===== src/rtl/crs_col_pkg.sv =====
package crs_col_pkg;

  // Per-mode controls derived from the configuration bits.
  typedef struct packed {
    logic duplex_full;  // effective full duplex
    logic crs_rx_only;  // carrier ignores transmit activity
    logic col_allow;    // collision may be reported
  } mode_ctl_t;

  function automatic mode_ctl_t decode_mode(input logic fd, input logic rep,
                                            input logic lb);
    mode_ctl_t m;
    m.duplex_full = fd & ~rep;
    m.crs_rx_only = rep | m.duplex_full;
    m.col_allow   = ~(m.duplex_full | rep | lb);
    return m;
  endfunction

  function automatic logic carrier_of(input logic rx, input logic tx,
                                      input logic rx_only);
    return rx | (tx & ~rx_only);
  endfunction

  function automatic logic collision_of(input logic rx, input logic tx,
                                        input logic allow);
    return rx & tx & allow;
  endfunction

endpackage


===== src/rtl/cdc_sync_bits.sv =====
module cdc_sync_bits #(
  parameter int WIDTH  = 1,
  parameter int STAGES = 2
) (
  input  logic             clk,
  input  logic             rst_n,
  input  logic [WIDTH-1:0] d,
  output logic [WIDTH-1:0] q
);
  localparam int LAST = STAGES - 1;

  logic [WIDTH-1:0] chain [STAGES];

  generate
    for (genvar s = 0; s < STAGES; s++) begin : g_stage
      if (s == 0) begin : g_first
        always_ff @(posedge clk) begin
          if (!rst_n) chain[s] <= '0;
          else        chain[s] <= d;
        end
      end else begin : g_next
        always_ff @(posedge clk) begin
          if (!rst_n) chain[s] <= '0;
          else        chain[s] <= chain[s-1];
        end
      end
    end
  endgenerate

  assign q = chain[LAST];
endmodule


===== src/rtl/crs_mode_decode.sv =====
module crs_mode_decode
  import crs_col_pkg::*;
(
  input  logic      cfg_full_duplex,
  input  logic      cfg_repeater,
  input  logic      cfg_loopback,
  output mode_ctl_t mode
);
  always_comb mode = decode_mode(cfg_full_duplex, cfg_repeater, cfg_loopback);
endmodule


===== src/rtl/crs_col_core.sv =====
module crs_col_core
  import crs_col_pkg::*;
(
  input  logic      clk,
  input  logic      rst_n,
  input  logic      rx_act,
  input  logic      tx_act,
  input  mode_ctl_t mode,
  output logic      crs_q,
  output logic      col_q,
  output logic      link_n_q,
  output logic      dup_q
);
  logic crs_d, col_d;

  always_comb begin
    crs_d = carrier_of(rx_act, tx_act, mode.crs_rx_only);
    col_d = collision_of(rx_act, tx_act, mode.col_allow);
  end

  always_ff @(posedge clk) begin
    if (!rst_n) begin
      crs_q    <= 1'b0;
      col_q    <= 1'b0;
      link_n_q <= 1'b1;
      dup_q    <= 1'b0;
    end else begin
      crs_q    <= crs_d;
      col_q    <= col_d;
      link_n_q <= ~rx_act;
      dup_q    <= mode.duplex_full;
    end
  end
endmodule


===== src/rtl/crs_col_unit.sv =====
module crs_col_unit
  import crs_col_pkg::*;
#(
  parameter int SYNC_STAGES = 2
) (
  input  logic rx_clk,
  input  logic rst_n,
  input  logic rx_active,
  input  logic tx_en,
  input  logic cfg_full_duplex,
  input  logic cfg_repeater,
  input  logic cfg_loopback,
  output logic crs,
  output logic col,
  output logic link_act_n,
  output logic duplex_eff
);
  logic      tx_sync;      // transmit enable in the rx_clk domain
  mode_ctl_t mode;
  logic      col_allow;    // named for the checker
  logic      crs_rx_only;  // named for the checker

  cdc_sync_bits #(.WIDTH(1), .STAGES(SYNC_STAGES)) u_tx_sync (
    .clk(rx_clk), .rst_n(rst_n), .d(tx_en), .q(tx_sync)
  );

  crs_mode_decode u_mode (
    .cfg_full_duplex(cfg_full_duplex), .cfg_repeater(cfg_repeater),
    .cfg_loopback(cfg_loopback), .mode(mode)
  );

  assign col_allow   = mode.col_allow;
  assign crs_rx_only = mode.crs_rx_only;

  crs_col_core u_core (
    .clk(rx_clk), .rst_n(rst_n), .rx_act(rx_active), .tx_act(tx_sync),
    .mode(mode), .crs_q(crs), .col_q(col), .link_n_q(link_act_n),
    .dup_q(duplex_eff)
  );
endmodule


===== config.mk =====
export PLATFORM = sky130hd
export DESIGN_NAME = crs_col_unit
export DESIGN_NICKNAME = d
export VERILOG_FILES = /design/src/rtl/crs_col_pkg.sv /design/src/rtl/cdc_sync_bits.sv /design/src/rtl/crs_mode_decode.sv /design/src/rtl/crs_col_core.sv /design/src/rtl/crs_col_unit.sv
export SDC_FILE = /design/constraint.sdc
export NUM_CORES = 1
export LEC_CHECK = 0
export ABC_AREA = 1
export CAP_MARGIN = 30
export CELL_PAD_IN_SITES_DETAIL_PLACEMENT = 1
export CELL_PAD_IN_SITES_GLOBAL_PLACEMENT = 2
export CORE_UTILIZATION = 15
export DETAILED_ROUTE_END_ITERATION = 16
export PLACE_DENSITY_LB_ADDON = 0.1
export SLEW_MARGIN = 20
export SYNTH_ARGS = -nofsm -noshare
export SYNTH_HDL_FRONTEND = slang
export SYNTH_HIERARCHICAL = 1
export SYNTH_SLANG_ARGS = --single-unit
export TNS_END_PERCENT = 30

===== constraint.sdc =====
create_clock -name rx_clk -period 0.8 [get_ports rx_clk]
set_clock_uncertainty 0.2 [all_clocks]
set_input_delay 0.24 -clock rx_clk [delete_from_list [all_inputs] [get_ports rx_clk]]
set_output_delay 0.24 -clock rx_clk [all_outputs]
set_load 0.01 [all_outputs]

==> impl_summary.txt <==
----------------------------------------------------
[Pwr]
  Clock share of power ... 0.427
  Final Power ... 0.6529 mW
  Sequential cell fraction of total power ... 0.485
  Internal power of the cells ... 0.5131 mW
  Combinational cell fraction of total power ... 0.088
  P per Cell Area ... 2087 nW/um^2
  VDD IR max ... 0.5592 mV
  Leak ... 0.1787 nW
  Switching pwr ... 0.1398 mW
  Net switching fraction of the power ... 0.2141

[Timing]
  Final period util ... 1.381
  Transition time of the tightest slew-check pin ... 186.6 ps
  Setup total negative slack ... -1204 ps
  RSZ-0062 raised after global routing ... yes
  Fin. Hold Viols ... 0
  Slew Limit Fails ... 0
  Worst Slack Setup Final ... -305.1 ps
  Minimum clock period after layout ... 1105 ps
  Timing-limited maximum frequency ... 904.9 MHz
  Max_slew headroom ... 0.8756
  Min Hold Slack ... 53.47 ps
  Total of endpoints with negative setup slack in the final report ... 4

[Critical path]
  CP Buf/Inv Count ... 1
  Maximum fanout count along the critical path ... 1
  Startpoint types ... flip-flop
  Worst setup path category ... reg2out
  Largest stage delay, worst path ... 310 ps
  Dominant delay contributor by cell family on the critical path ... flip-flops
  Arrival time of the worst setup path ... 670 ps
  Ordered cell list for the critical path ... buf_2
  Master of the slowest instance on the critical path ... dfxtp_1
  Worst setup EP type ... output port
  Required time reported for the critical path endpoint ... 360 ps

[Global route]
  Global-route wire length before repair ... 607 um
  Vias in the first global route ... 167
  Remaining Overflow, GRT ... 0
  Number of antenna violations at the first check in global routing ... 0
  Largest net degree at the start of global routing ... 6
  Total routing usage reported by global routing ... 0.07692

[Drt]
  Drt pass-1 iters ... 2
  Average wire per standard cell ... 7.240 um
  Number of DRC markers after the initial detailed-route iteration ... 2
  DRT Wirelength ... 362 um
  Remaining number of nets flagged by the antenna check after routing ... 0
  Residual DRC count ... 0
  Via-per-instance ratio ... 3.580
  Routed vias ... 179

[CTS]
  Maximum root-to-sink buffer count ... 2
  Clk slew on worst S/H paths ... 40 ps
  TritonCTS buffer count ... 3
  CTS root buffer ... clkbuf_4
  Number of sinks driven by the clock tree ... 6
  Total of hold buffers inserted after clock tree synthesis ... 0
  Clock insertion delay at the later pin of the skew report ... 240 ps
  CTS tree ... built
  Deepest level of the CTS H-tree ... 1

[Finish]
  Antenna diode instance count ... 0
  Area of all placed cells without fillers ... 312.8 sq um
  Post-layout util ... 0.2706
  Layout overhead on the synthesized area ... 60.26%
  Total number of nets in the final design ... 45
  Commonest cells after routing, fill and taps aside ... inv_1, nand2_1, dfxtp_1, dlygate4sd2_1
  Layout cells sized above 1 ... 0.3889
  Filler Cells Inserted ... 140
  Cell Count, Final, Fillers Out ... 50

[Die]
  Cell row count ... 12
  Vert. Die Dim ... 38.07 um
  Starting utilization of the core area ... 0.1688
  Die boundary width ... 38.07 um
  Die outline area ... 1449 sq um
  Number of ports placed on the die boundary ... 11
  Placeable Area ... 1156 sq um

[Synth]
  Syn Area/Cell ... 8.486 sq um
  Nets in the synthesized netlist ... 30
  Number of library cell types mapped by synthesis ... 8
  Sequential element share of the synthesized area ... 0.6154
  Synthesized flop and latch total ... 6
  YS warnings ... 6
  Synth Instances ... 23
  Syn Std Cell Area ... 195.2 sq um

[Status]
  Result of the run ... complete, but fails checks
  Failing checks ... setup timing

[Place]
  Total half-perimeter wirelength after legalization and detailed placement ... 289.6 um
  Worst setup timing slack at the placement stage ... -511.6 ps
  Placement-stage cell area ... 312.8 sq um
  Global placement routability congestion ... 0.6190
  Number of placed instances with taps included ... 47
  I/O Buffers ... 10

[Worst hold path]
  Worst Hold Class ... in2reg

[Job]
  Maxcap violations ... 0

----------------------------------------------------
worst min-delay path, stage by stage:
cell      delay (ps)
clkbuf_2          90
nor2_1            40
nand2_1           50
inv_1             30
synth_stat cells:
cell | n | area share
nand2_2 | 2 | 0.064
nor2_2 | 2 | 0.064
dfxtp_1 | 6 | 0.62
nor2_1 | 1 | 0.019
nand2_1 | 5 | 0.096
nand3_1 | 1 | 0.026
inv_2 | 1 | 0.019
inv_1 | 5 | 0.096
layer usage:
metal / part of all wire / routed length, um / vias up / track usage
met5: 0 / 0 / - / 0
met4: 0 / 0 / 0 / 0.05357
met3: 0.19 / 69 / 0 / 0.1047
met2: 0.47 / 170 / 10 / 0.09746
met1: 0.34 / 122 / 77 / 0.05735
li1: - / - / 92 / -
layout make-up:
cell class	count	area, sq um	area share
Tap cell	14	17.52	0.05600
Timing Repair Buffer	10	76.32	0.2440
Clock buffer	3	22.52	0.07200
Inverter	6	22.52	0.07200
Multi-Input combinational cell	11	52.55	0.1680
Sequential cell	6	121.4	0.3880
final timing paths:
check / from / endpoint / slack, ps / cells past startpoint
hold / removal: cfg_repeater / u_core/dup_q / 50 / 4
hold reg to reg: u_tx_sync/chain[0] / u_tx_sync/chain[1] / 210 / 2
setup / recovery: u_core/dup_q / duplex_eff / -310 / 1
setup reg to reg: u_tx_sync/chain[1] / u_core/crs_q / 70 / 2
sequential cells by signal (all words and copies together), names as in the netlist:
signal           count
u_core/col_q         1
u_tx_sync/chain      2
u_core/link_n_q      1
u_core/dup_q         1
u_core/crs_q         1
what timing repair did:
| item | 4_1_cts | 5_1_grt |
|---|---|---|
| gates resized for setup | 23 | 4 |
| setup endpoints to repair | 10 | 6 |
| pin swaps | 4 | 2 |
| setup buffers | 0 | 0 |
power by group through the flow:
stage	clock [mW]	sequential (mW)	combinational (mW)
final	0.279	0.317	0.0576
after global routing	0.322	0.317	0.0656
after CTS	0.298	0.315	0.0575
after detailed placement	0	0.321	0.0750
after global placement	0	0.321	0.0732
after floorplan	0	0.325	0.0180
logic make-up after synthesis:
logic type	synth area share
buf+inv	0.1154
flops	0.6154
simple gates	0.2692
No activity file was read; power rests on OpenSTA's default activity.
